[src/rtl/gpio_port_pkg.sv]
`timescale 1ns/1ps
// Shared types and helpers for the GPIO port.
// Assumes eight register slots and a two-bit access view field.
package gpio_port_pkg;

    localparam int REG_SLOTS = 8;

    typedef enum logic [2:0] {
        SEL_DOUT  = 3'd0,
        SEL_DIN   = 3'd1,
        SEL_OE    = 3'd2,
        SEL_ISEL  = 3'd3,
        SEL_IEN   = 3'd4,
        SEL_ILVL  = 3'd5,
        SEL_IPOL  = 3'd6,
        SEL_ISTAT = 3'd7
    } reg_slot_e;

    typedef enum logic [1:0] {
        ACC_WRITE = 2'd0,
        ACC_SET   = 2'd1,
        ACC_CLEAR = 2'd2,
        ACC_NONE  = 2'd3
    } access_e;

    typedef enum logic [1:0] {
        TRIG_FALL = 2'b00,
        TRIG_LOW  = 2'b01,
        TRIG_RISE = 2'b10,
        TRIG_HIGH = 2'b11
    } trig_code_e;

    // Result of one register write through a given view
    function automatic logic [31:0] apply_access(input logic [31:0] old_v,
                                                 input logic [31:0] data,
                                                 input access_e     acc);
        case (acc)
            ACC_WRITE: apply_access = data;
            ACC_SET:   apply_access = old_v | data;
            ACC_CLEAR: apply_access = old_v & ~data;
            default:   apply_access = old_v;
        endcase
    endfunction

    // Single-pin trigger match from the code, current and previous level
    function automatic logic trig_hit(input trig_code_e code,
                                      input logic now_v,
                                      input logic before_v);
        case (code)
            TRIG_FALL: trig_hit = before_v & ~now_v;
            TRIG_LOW:  trig_hit = ~now_v;
            TRIG_RISE: trig_hit = now_v & ~before_v;
            default:   trig_hit = now_v;
        endcase
    endfunction

endpackage

[src/rtl/gpio_in_sync.sv]
`timescale 1ns/1ps
// Multi-stage synchroniser for asynchronous pad inputs.
// Assumes STAGES >= 2. Output lags the input by STAGES clock edges.
module gpio_in_sync #(
    parameter int WIDTH  = 32,
    parameter int STAGES = 2
) (
    input  logic             clk,
    input  logic             rst_n,
    input  logic [WIDTH-1:0] async_in,
    output logic [WIDTH-1:0] sync_out
);
    logic [STAGES-1:0][WIDTH-1:0] chain;

    // Shift the pad levels through the flop chain
    always_ff @(posedge clk) begin
        if (!rst_n) begin
            chain <= '0;
        end else begin
            chain[0] <= async_in;
            for (int s = 1; s < STAGES; s++) begin
                chain[s] <= chain[s-1];
            end
        end
    end

    assign sync_out = chain[STAGES-1];

endmodule

[src/rtl/gpio_pin_trigger.sv]
`timescale 1ns/1ps
// Per-pin trigger detection on synchronised pin levels.
// Keeps one previous sample per pin; events are gated by the select mask.
module gpio_pin_trigger
    import gpio_port_pkg::*;
#(
    parameter int WIDTH = 32
) (
    input  logic             clk,
    input  logic             rst_n,
    input  logic [WIDTH-1:0] pin_s,
    input  logic [WIDTH-1:0] isel,
    input  logic [WIDTH-1:0] ilvl,
    input  logic [WIDTH-1:0] ipol,
    output logic [WIDTH-1:0] evt
);
    logic [WIDTH-1:0] prev;

    // Hold the previous synchronised sample for edge comparison
    always_ff @(posedge clk) begin
        if (!rst_n) prev <= '0;
        else        prev <= pin_s;
    end

    for (genvar i = 0; i < WIDTH; i++) begin : g_pin
        // Match the pin against its own trigger code
        assign evt[i] = isel[i] &
                        trig_hit(trig_code_e'({ipol[i], ilvl[i]}), pin_s[i], prev[i]);
    end


    edge_needs_change_chk: assert property (@(posedge clk) disable iff (!rst_n)
        ((evt & ~ilvl & ~(pin_s ^ prev)) == '0));

endmodule

[src/rtl/gpio_cfg_regs.sv]
`timescale 1ns/1ps
// Writable register bank with replace, set and clear views.
// Slots for input levels and status are not stored here and read as zero.
module gpio_cfg_regs
    import gpio_port_pkg::*;
#(
    parameter int WIDTH = 32
) (
    input  logic                             clk,
    input  logic                             rst_n,
    input  logic                             wr_en,
    input  reg_slot_e                        slot,
    input  access_e                          acc,
    input  logic [WIDTH-1:0]                 wdata,
    output logic [REG_SLOTS-1:0][WIDTH-1:0]  bank,
    output logic [WIDTH-1:0]                 stat_clr
);
    for (genvar g = 0; g < REG_SLOTS; g++) begin : g_slot
        if (g == int'(SEL_DIN) || g == int'(SEL_ISTAT)) begin : g_ro
            assign bank[g] = '0;
        end else begin : g_rw
            logic [WIDTH-1:0] q;
            // Update this slot through the addressed view
            always_ff @(posedge clk) begin
                if (!rst_n)                                  q <= '0;
                else if (wr_en && slot == reg_slot_e'(g))    q <= apply_access(q, wdata, acc);
            end
            assign bank[g] = q;
        end
    end

    // Status is cleared only through its clear view
    assign stat_clr = (wr_en && slot == SEL_ISTAT && acc == ACC_CLEAR) ? wdata : '0;


    set_view_keeps_ones_chk: assert property (@(posedge clk) disable iff (!rst_n)
        (wr_en && acc == ACC_SET && slot == SEL_OE) |=>
        ((bank[SEL_OE] & $past(bank[SEL_OE])) == $past(bank[SEL_OE])));


    dead_view_stable_chk: assert property (@(posedge clk) disable iff (!rst_n)
        (!wr_en || acc == ACC_NONE) |=> $stable(bank));

endmodule

[src/rtl/gpio_irq_status.sv]
`timescale 1ns/1ps
// Sticky interrupt status with set-over-clear priority and the port request.
// Assumes evt and clr arrive in the same cycle they take effect.
module gpio_irq_status #(
    parameter int WIDTH = 32
) (
    input  logic             clk,
    input  logic             rst_n,
    input  logic [WIDTH-1:0] evt,
    input  logic [WIDTH-1:0] clr,
    input  logic [WIDTH-1:0] ien,
    output logic [WIDTH-1:0] stat,
    output logic             irq
);
    // Capture events; a clear loses to an event on the same bit
    always_ff @(posedge clk) begin
        if (!rst_n) stat <= '0;
        else        stat <= (stat & ~clr) | evt;
    end

    // Combine enabled status into the single request
    assign irq = |(stat & ien);


    set_beats_clear_chk: assert property (@(posedge clk) disable iff (!rst_n)
        1'b1 |=> ((stat & $past(evt)) == $past(evt)));


    clear_only_by_view_chk: assert property (@(posedge clk) disable iff (!rst_n)
        1'b1 |=> (($past(stat) & ~stat & ~$past(clr)) == '0));


    masked_irq_quiet_chk: assert property (@(posedge clk) disable iff (!rst_n)
        (ien == '0) |-> !irq);

endmodule

[src/rtl/gpio_irq_port.sv]
`timescale 1ns/1ps
// GPIO port top: bus decode, registered read mux, pad drive,
// input synchronisation, trigger detection and interrupt status.
// Assumes one access per strobe cycle and ADDR_W == SLOT_LSB + 3.
module gpio_irq_port
    import gpio_port_pkg::*;
#(
    parameter int N_PINS      = 32,
    parameter int SLOT_STRIDE = 256,
    parameter int SYNC_STAGES = 2,
    parameter int ADDR_W      = 9
) (
    input  logic              clk,
    input  logic              rst_n,
    input  logic              bus_sel,
    input  logic              bus_we,
    input  logic [ADDR_W-1:0] bus_addr,
    input  logic [N_PINS-1:0] bus_wdata,
    output logic [N_PINS-1:0] bus_rdata,
    input  logic [N_PINS-1:0] pin_in,
    output logic [N_PINS-1:0] pin_out,
    output logic [N_PINS-1:0] pin_oe,
    output logic              irq
);
    localparam int SLOT_LSB = $clog2(SLOT_STRIDE / 4);

    reg_slot_e                         slot;
    access_e                           acc;
    logic                              addr_ok;
    logic                              wr_en;
    logic                              rd_fire;
    logic [REG_SLOTS-1:0][N_PINS-1:0]  bank;
    logic [N_PINS-1:0]                 stat_clr;
    logic [N_PINS-1:0]                 pin_sync;
    logic [N_PINS-1:0]                 evt;
    logic [N_PINS-1:0]                 stat;
    logic [N_PINS-1:0]                 rd_word;

    // Decode slot, view and the must-be-zero field
    assign slot    = reg_slot_e'(bus_addr[SLOT_LSB +: 3]);
    assign acc     = access_e'(bus_addr[1:0]);
    assign addr_ok = (bus_addr[SLOT_LSB-1:2] == '0);
    assign wr_en   = bus_sel & bus_we & addr_ok;
    assign rd_fire = bus_sel & ~bus_we;

    gpio_cfg_regs #(.WIDTH(N_PINS)) u_regs (
        .clk      (clk),
        .rst_n    (rst_n),
        .wr_en    (wr_en),
        .slot     (slot),
        .acc      (acc),
        .wdata    (bus_wdata),
        .bank     (bank),
        .stat_clr (stat_clr)
    );

    gpio_in_sync #(.WIDTH(N_PINS), .STAGES(SYNC_STAGES)) u_sync (
        .clk      (clk),
        .rst_n    (rst_n),
        .async_in (pin_in),
        .sync_out (pin_sync)
    );

    gpio_pin_trigger #(.WIDTH(N_PINS)) u_trig (
        .clk   (clk),
        .rst_n (rst_n),
        .pin_s (pin_sync),
        .isel  (bank[SEL_ISEL]),
        .ilvl  (bank[SEL_ILVL]),
        .ipol  (bank[SEL_IPOL]),
        .evt   (evt)
    );

    gpio_irq_status #(.WIDTH(N_PINS)) u_stat (
        .clk   (clk),
        .rst_n (rst_n),
        .evt   (evt),
        .clr   (stat_clr),
        .ien   (bank[SEL_IEN]),
        .stat  (stat),
        .irq   (irq)
    );

    // Pick the word a read returns
    always_comb begin
        case (slot)
            SEL_DIN:   rd_word = pin_sync;
            SEL_ISTAT: rd_word = stat;
            default:   rd_word = bank[slot];
        endcase
    end

    // Register read data one cycle after the strobe
    always_ff @(posedge clk) begin
        if (!rst_n)       bus_rdata <= '0;
        else if (rd_fire) bus_rdata <= addr_ok ? rd_word : '0;
    end

    assign pin_out = bank[SEL_DOUT];
    assign pin_oe  = bank[SEL_OE];


    din_read_sync_chk: assert property (@(posedge clk) disable iff (!rst_n)
        (rd_fire && addr_ok && slot == SEL_DIN) |=> (bus_rdata == $past(pin_sync)));


    bad_addr_reads_zero_chk: assert property (@(posedge clk) disable iff (!rst_n)
        (rd_fire && !addr_ok) |=> (bus_rdata == '0));


    unselected_no_status_chk: assert property (@(posedge clk) disable iff (!rst_n)
        1'b1 |=> ((stat & ~$past(stat) & ~$past(bank[SEL_ISEL])) == '0));

endmodule

[config.mk]
export PLATFORM = sky130hd
export DESIGN_NAME = gpio_irq_port
export DESIGN_NICKNAME = d
export VERILOG_FILES = /design/src/rtl/gpio_port_pkg.sv /design/src/rtl/gpio_in_sync.sv /design/src/rtl/gpio_pin_trigger.sv /design/src/rtl/gpio_cfg_regs.sv /design/src/rtl/gpio_irq_status.sv /design/src/rtl/gpio_irq_port.sv
export SDC_FILE = /design/constraint.sdc
export NUM_CORES = 1
export LEC_CHECK = 0
export ABC_CLOCK_PERIOD_IN_PS = 3750
export BUFFER_PORTS_ARGS = -buffer_cell sky130_fd_sc_hd__buf_2
export CAP_MARGIN = 20
export CORE_UTILIZATION = 64
export DETAILED_ROUTE_END_ITERATION = 16
export PLACE_DENSITY_LB_ADDON = 0.12
export SLEW_MARGIN = 10
export SYNTH_ARGS = -nofsm -noshare
export SYNTH_HDL_FRONTEND = slang
export SYNTH_SLANG_ARGS = --single-unit
[constraint.sdc]
create_clock -name clk -period 3.75 [get_ports clk]
set_input_delay 0.5625 -clock clk [delete_from_list [all_inputs] [get_ports clk]]
set_output_delay 0.5625 -clock clk [all_outputs]
set_load 0.005 [all_outputs]
==> results of run 1 <==
-- layout make-up --
class / count / area [sq um] / area share, %
Clock inverter: 10 / 125 / 0.702
Sequential cell: 352 / 7050 / 39.6
Tap cell: 324 / 405 / 2.28
Timing Repair Buffer: 217 / 1280 / 7.19
Clock buffer: 59 / 1130 / 6.34
Multi-Input combinational cell: 1331 / 7750 / 43.5
Inverter: 20 / 75.1 / 0.421
-- synthesized netlist by cell type (20+ instances only) --
cell,count
dfxtp_1,352
nor2_1,240
a21oi_1,209
o21ai_0,205
clkbuf_1,121
and2_1,98
buf_4,87
nand2b_1,53
xor2_1,49
nand2_1,48
o22ai_1,47
nor2b_1,34
nor3_1,34
o31a_1,32
o31ai_1,32
buf_2,31
a21boi_1,30
a31oi_1,30
mux2i_1,30
inv_1,20
o21a_1,20
-- worst max path at each step --
stage	to	from	slack, ps	cells past startpoint
final	irq	u_stat.stat[17]	800	4
after global routing	irq	u_stat.stat[17]	860	4
after CTS	irq	u_stat.stat[17]	880	4
after detailed placement	u_regs.g_slot[2].g_rw.q[6]	bus_addr[0]	820	7
after global placement	u_regs.g_slot[2].g_rw.q[3]	bus_addr[0]	890	7
after floorplan	u_stat.stat[0]	bus_addr[3]	1740	5
-- worst reg2reg max path, delay by kind of cell, from the launching register on --
kind           cells  cell delay [ps]
AO/OA/AOI/OAI      3              510
multiplexers       1              330
flip-flops         1              320
-- power by group --
part / leakage [nW] / internal [mW] / switching (mW)
registers: 2.85 / 3.78 / 0.0293
clock network: 0.619 / 2.22 / 1.55
logic: 3.74 / 0.219 / 0.447
-- state kept, by name, indices dropped and copies added (netlist names) --
name / flops
u_regs.g_slot.g_rw.q: 192
bus_rdata: 32
u_stat.stat: 32
u_sync.chain: 32
u_sync.sync_out: 32
u_trig.prev: 32
-- per-stage QoR --
stage               cell area (sq um)  cells
finish                          17800   2313
global route                    17800   2313
CTS                             17800   2313
detailed placement              16600   2244
global placement                16600   2244
floorplan                       16100   1945
-- metal layers --
metal,global-route usage [%],share of wire (%),up-vias
met5,0,0.025,-
met4,19.0,4.6,2
met3,9.27,13,190
met2,59.2,43,1060
met1,53.4,39,6889
li1,-,-,6712
-- logic make-up (layout without fill, tap and decap cells) --
kind of cell	Yosys count	count (layout)	share of synthesized area [%]
muxes	34	34	2.14
xor gates and xnor gates	64	64	3.47
buffers and inverters	262	306	8.36
AOI/OAI and AO/OA	672	672	24.9
adders and majority gates	3	3	0.233
and+or+nand+nor	558	558	17.3
DFF	352	352	43.7
==> results.md, run 1 <==
* Fmax at 338 MHz
* Setup Fix Bufs, Post-CTS at 0
* Delay-heaviest family, CP: simple AND/OR/NAND/NOR gates
* Vias per cell at 6.42
* Worst Hold Class: in -> reg
* Clock Latency Late Sink at 540 ps
* Worst IR Drop VDD at 0.462 mV
* Top cells by area, synth: dfxtp_1, a21oi_1, o21ai_0
* Initial Utilization at 65.8%
* DRT antenna net count at 0
* WP data arrival at 2390 ps
* Total Power at 8.25 mW
* RSZ-0062 raised after global routing: no
* Pwr Density at 463 mW/mm^2
* DP Wirelength at 32,300 um
* Pins Over Slew Limit at 0
* Ratio of cells with drive above 1 in the final layout at 14.4%
* Die Footprint at 0.0259 sq mm
* Synth warnings at 0
* Post-synth top area share at 43.7%
* Fill cells at 1,950
* Crit-path max FO at 3
* # rows at 57
* Critical path, cell by cell: a22oi_1 -> nand4_1 -> or4_1 -> buf_2
* Pre-Repair DR Iteration Count at 6
* Die width at 161 um
* Worst-case hold slack at 226 ps
* Worst slack, placed at 820 ps
* RR Startpoint: u_regs.g_slot[2].g_rw.q[26]
* Least-Margin Pin Slew at 924 ps
* Final min period at 2950 ps
* CP Launch Type: flop
* Top cell type by total area after synthesis: dfxtp_1
* Setup TNS Final at 0 ps
* Total grt overflow at 0
* GRT Overall Usage at 39.4%
* Number of port buffers at 173
* Static Leak at 7.21 nW
* Status: complete, no violations
* Layout Utilization at 72.6%
* CP Class: reg -> out
* Initial antenna violation count at 1
* Distinct cells, synth at 43
* Most common cell after layout, fill and taps aside: dfxtp_1
* Vias in the first global route at 13,800
* Number of remaining DRC errors at 0
* Max H-tree Level at 2
* Clk sinks at 352
* Syn Area/Cell at 8.30 sq um
* Post-synthesis sequential area ratio at 43.7%
* Max Cap Viol at 0
* Cts bufs inserted at 38
* Top_reg_cell synth: dfxtp_1
* Core area at 0.0245 sq mm
* Cells after Synth at 1,945
* Worst Slack Setup Final at 795 ps
* Post-CTS Hold Buffers at 0
* Worst hold path depth at 2
* #FFs+latches synth at 352
* CTS Buffer Depth at 3
* R2R cell count at 4
* Top-level I/O count at 174
* Nets at 2,040
* Post-Syn Area at 0.0161 sq mm
* GP Congestion at 0.923
* Final antenna diode count at 0
* Hold EP: u_sync.chain[7]
* Layout area overhead at 10.4%
* Share of flip-flops with an asynchronous set or reset at 0%
* Chip height at 161 um
* Detailed Route WL at 51,400 um
* Setup slack, reg-to-reg at 2480 ps
* Finish-stage setup viols at 0
* Clock slew at reported path FFs at 60 ps
* Reg2Reg Capture Point: bus_rdata[26]
* Vias at 14,900
* Wire per inst at 22.2 um
* Syn nets at 2,025
* 1st-iter DRT viols at 1,884
* CTS tree: done
* CP endpoint kind: output port
* Highest-count cells in the layout ignoring fill and taps: dfxtp_1, nor2_1, a21oi_1, o21ai_0, buf_2
* Worst slew margin at 38.4%
* Largest stage delay on the critical path at 630 ps
* Post-synth EDFFs at 0
* CTS root buf: clkbuf_16
* First-pass GRT wire length at 79,300 um
* Cts repair resizes at 0
* Hold_sp: pin_in[7]
* Worst Skew at 16.8 ps
* Critical-path top delay cell: or4_1
* Largest net degree at the start of global routing at 240
* Critical path buffer and inverter count at 1
* Final Hold Viols at 0
* Req. time, crit path at 3190 ps
* Period Utilization, post-route at 78.8%
Note: power is estimated with default switching activity, not from simulation.
==> run 2: changes to the inputs <==
--- a/config.mk
+++ b/config.mk
@@ -5,10 +5,10 @@
 export SDC_FILE = /design/constraint.sdc
 export NUM_CORES = 1
 export LEC_CHECK = 0
-export ABC_CLOCK_PERIOD_IN_PS = 3750
+export ABC_CLOCK_PERIOD_IN_PS = 2400
 export BUFFER_PORTS_ARGS = -buffer_cell sky130_fd_sc_hd__buf_2
 export CAP_MARGIN = 20
-export CORE_UTILIZATION = 64
+export CORE_UTILIZATION = 53
 export DETAILED_ROUTE_END_ITERATION = 16
 export PLACE_DENSITY_LB_ADDON = 0.12
 export SLEW_MARGIN = 10
==> constraint.sdc (replaced) <==
create_clock -name clk -period 2.4 [get_ports clk]
set_input_delay 0.36 -clock clk [delete_from_list [all_inputs] [get_ports clk]]
set_output_delay 0.36 -clock clk [all_outputs]
set_load 0.005 [all_outputs]
==> run 2 against run 1 <==
The run now ends with setup timing left. Sequential power grew 56%. Critical path depth increased by 1. Highest routed layer is now met4. Critical endpoint unchanged. Cell area up 1.8%.
==> results.md, run 2 (synthesis gave the netlist of run 1 again) <==
* Cell count after placement at 2,330 (+3.8%)
* Failing checks: setup timing
* Pre-Repair DR Iteration Count at 5 (-1)
* Initial antenna violation count at 3 (+2)
* Worst IR Drop VDD at 0.535 mV (+16%)
* Post-CTS Hold Buffers at 0 (unchanged)
* Static Leak at 7.32 nW (+1.6%)
* Setup Fix Bufs, Post-CTS at 0 (unchanged)
* First-pass GRT wire length at 81,400 um (+2.7%)
* CTS tree: done
* Clock slew at reported path FFs at 60 ps (about the same)
* Delay-heaviest family, CP: simple AND/OR/NAND/NOR gates
* Met1 usage at 46.4% (-7.0 points)
* M3 GR Usage at 5.79% (-3.5 points)
* Total grt overflow at 0 (unchanged)
* Worst slack, placed at 201 ps (-619 ps)
* Detailed Route WL at 54,100 um (+5.1%)
* Core area at 0.0298 sq mm (+21%)
* Chip height at 177 um (+9.8%)
* Finish-stage setup viols at 1 (+1)
* Layout Cells excl Fill at 2,401 (+3.8%)
* Top-level I/O count at 174 (unchanged)
* Vias at 14,800 (-0.61%)
* Final Hold Viols at 0 (unchanged)
* Pwr Density at 724 mW/mm^2 (+56%)
* Fmax at 410 MHz
* DP Wirelength at 34,000 um (+5.2%)
* GR peak layer: met2
* Critical-path top delay cell: or4_4
* Status: complete, but fails checks
* GRT Overall Usage at 34.1% (-5.3 points)
* CP Class: reg -> out
* Largest net degree at the start of global routing at 236 (-1.7%)
* # rows at 63 (+11%)
* Ratio of cells with drive above 1 in the final layout at 15.3% (+0.91 points)
* Least-Margin Pin Slew at 810 ps (-114 ps)
* Final min period at 2440 ps
* Worst Hold Class: in -> reg
* CTS Buffer Depth at 3 (unchanged)
* CP Launch Type: flop
* Max reg flops at 192 (unchanged)
* Number of port buffers at 173 (unchanged)
* Die width at 177 um (+9.8%)
* Setup TNS Final at -39.8 ps (-39.8 ps)
* CP endpoint kind: output port
* Max Cap Viol at 0 (unchanged)
* Highest-count cells in the layout ignoring fill and taps: dfxtp_1, nor2_1, a21oi_1, o21ai_0, buf_2
* Clock Latency Late Sink at 530 ps (about the same)
* Wire per inst at 22.5 um (+1.2%)
* Vias in the first global route at 13,600 (-1.4%)
* Max H-tree Level at 2 (unchanged)
* DRT antenna net count at 0 (unchanged)
* Vias per cell at 6.15 (-4.3%)
* Number of remaining DRC errors at 0 (unchanged)
* Die Footprint at 0.0312 sq mm (+20%)
* Largest stage delay on the critical path at 570 ps (-60 ps)
* GP Congestion at 0.877 (-5.0%)
* Initial Utilization at 54.2% (-12 points)
* Layout Utilization at 60.8% (-12 points)
* Grt met2 use at 52.7% (-6.6 points)
* Cts bufs inserted at 38 (unchanged)
* WP data arrival at 2080 ps (-310 ps)
* Setup slack, reg-to-reg at 1200 ps (-1280 ps)
* Nets at 2,060 (+0.98%)
* 1st-iter DRT viols at 1,483 (-21%)
* Period Utilization, post-route at 102%
* Crit-path max FO at 3 (unchanged)
* RSZ-0062 raised after global routing: yes
* Worst Slack Setup Final at -39.8 ps (-835 ps)
* Worst slew margin at 46.0% (+7.6 points)
* Most common cell after layout, fill and taps aside: dfxtp_1
* CTS root buf: clkbuf_16
* Clk sinks at 352 (unchanged)
* Critical path buffer and inverter count at 2 (+1)
* Worst Skew at 19.3 ps (+2.44 ps)
* Critical path, cell by cell: a22oi_2 -> buf_4 -> nand4_1 -> or4_4 -> buf_6
* Pins Over Slew Limit at 0 (unchanged)
* Layout area overhead at 12.3%
* Req. time, crit path at 2040 ps (-1150 ps)
* Largest Register: u_regs.g_slot.g_rw.q
==> run 2: cell count changes in the layout (fill, tap and decap cells not counted), sizes merged <==
cell / previous run / this run
diode: 0 / 3
clkbuf: 59 / 55
buf: 217 / 237
clkinv: 5 / 7
inv: 23 / 21
bufinv: 2 / 5
==> run 2: area by class of cell <==
cell class	instances	area [sq um]
Tap cell	390	488
Antenna cell	3	7.51
Clock buffer	55	1090
Inverter	20	75.1
Multi-Input combinational cell	1331	7760
Timing Repair Buffer	237	1470
Sequential cell	352	7050
Clock inverter	13	194
Fill cell	2639	11700
==> run 2: power breakdown <==
part | total [mW] | leakage, nW | internal [mW] | switching, mW
Clock | 6.09 | 0.632 | 3.68 | 2.41
Combinational | 1.07 | 3.84 | 0.362 | 0.709
Sequential | 5.95 | 2.85 | 5.91 | 0.0417
==> run 2: metal layers <==
layer | routed length (um) | vias to the layer above | part of all wire (%)
met3 | 5370 | 156 | 9.9
li1 | - | 6772 | -
met1 | 22600 | 6988 | 42
met4 | 2330 | 0 | 4.3
met5 | 0 | - | 0
met2 | 23800 | 846 | 44
==> run 2: per-stage QoR <==
step / area, sq um / power, mW / hold slack [ps]
final: 18100 / 13.1 / 33.6
after global routing: 18100 / 13.5 / 33.1
after floorplan: 16100 / 6.76 / 412
after CTS: 18100 / 13.1 / 19.5
after detailed placement: 16800 / 7.12 / 417
after global placement: 16800 / 7.11 / 415
==> run 2: repair_timing <==
item	4_1_cts	5_1_grt
endpoints found under the setup margin	1	1
gates resized for setup	4	0
pin swaps	1	0
==> run 2: path summary, 6_finish.rpt <==
| path | startpoint | end | cells after the start |
|---|---|---|---|
| hold reg to reg | u_sync.chain[0] | u_sync.sync_out[0] | 1 |
| setup / recovery | u_regs.g_slot[4].g_rw.q[17] | irq | 5 |
| setup reg to reg | u_regs.g_slot[2].g_rw.q[29] | bus_rdata[29] | 4 |
| hold / removal | pin_in[2] | u_sync.chain[2] | 2 |
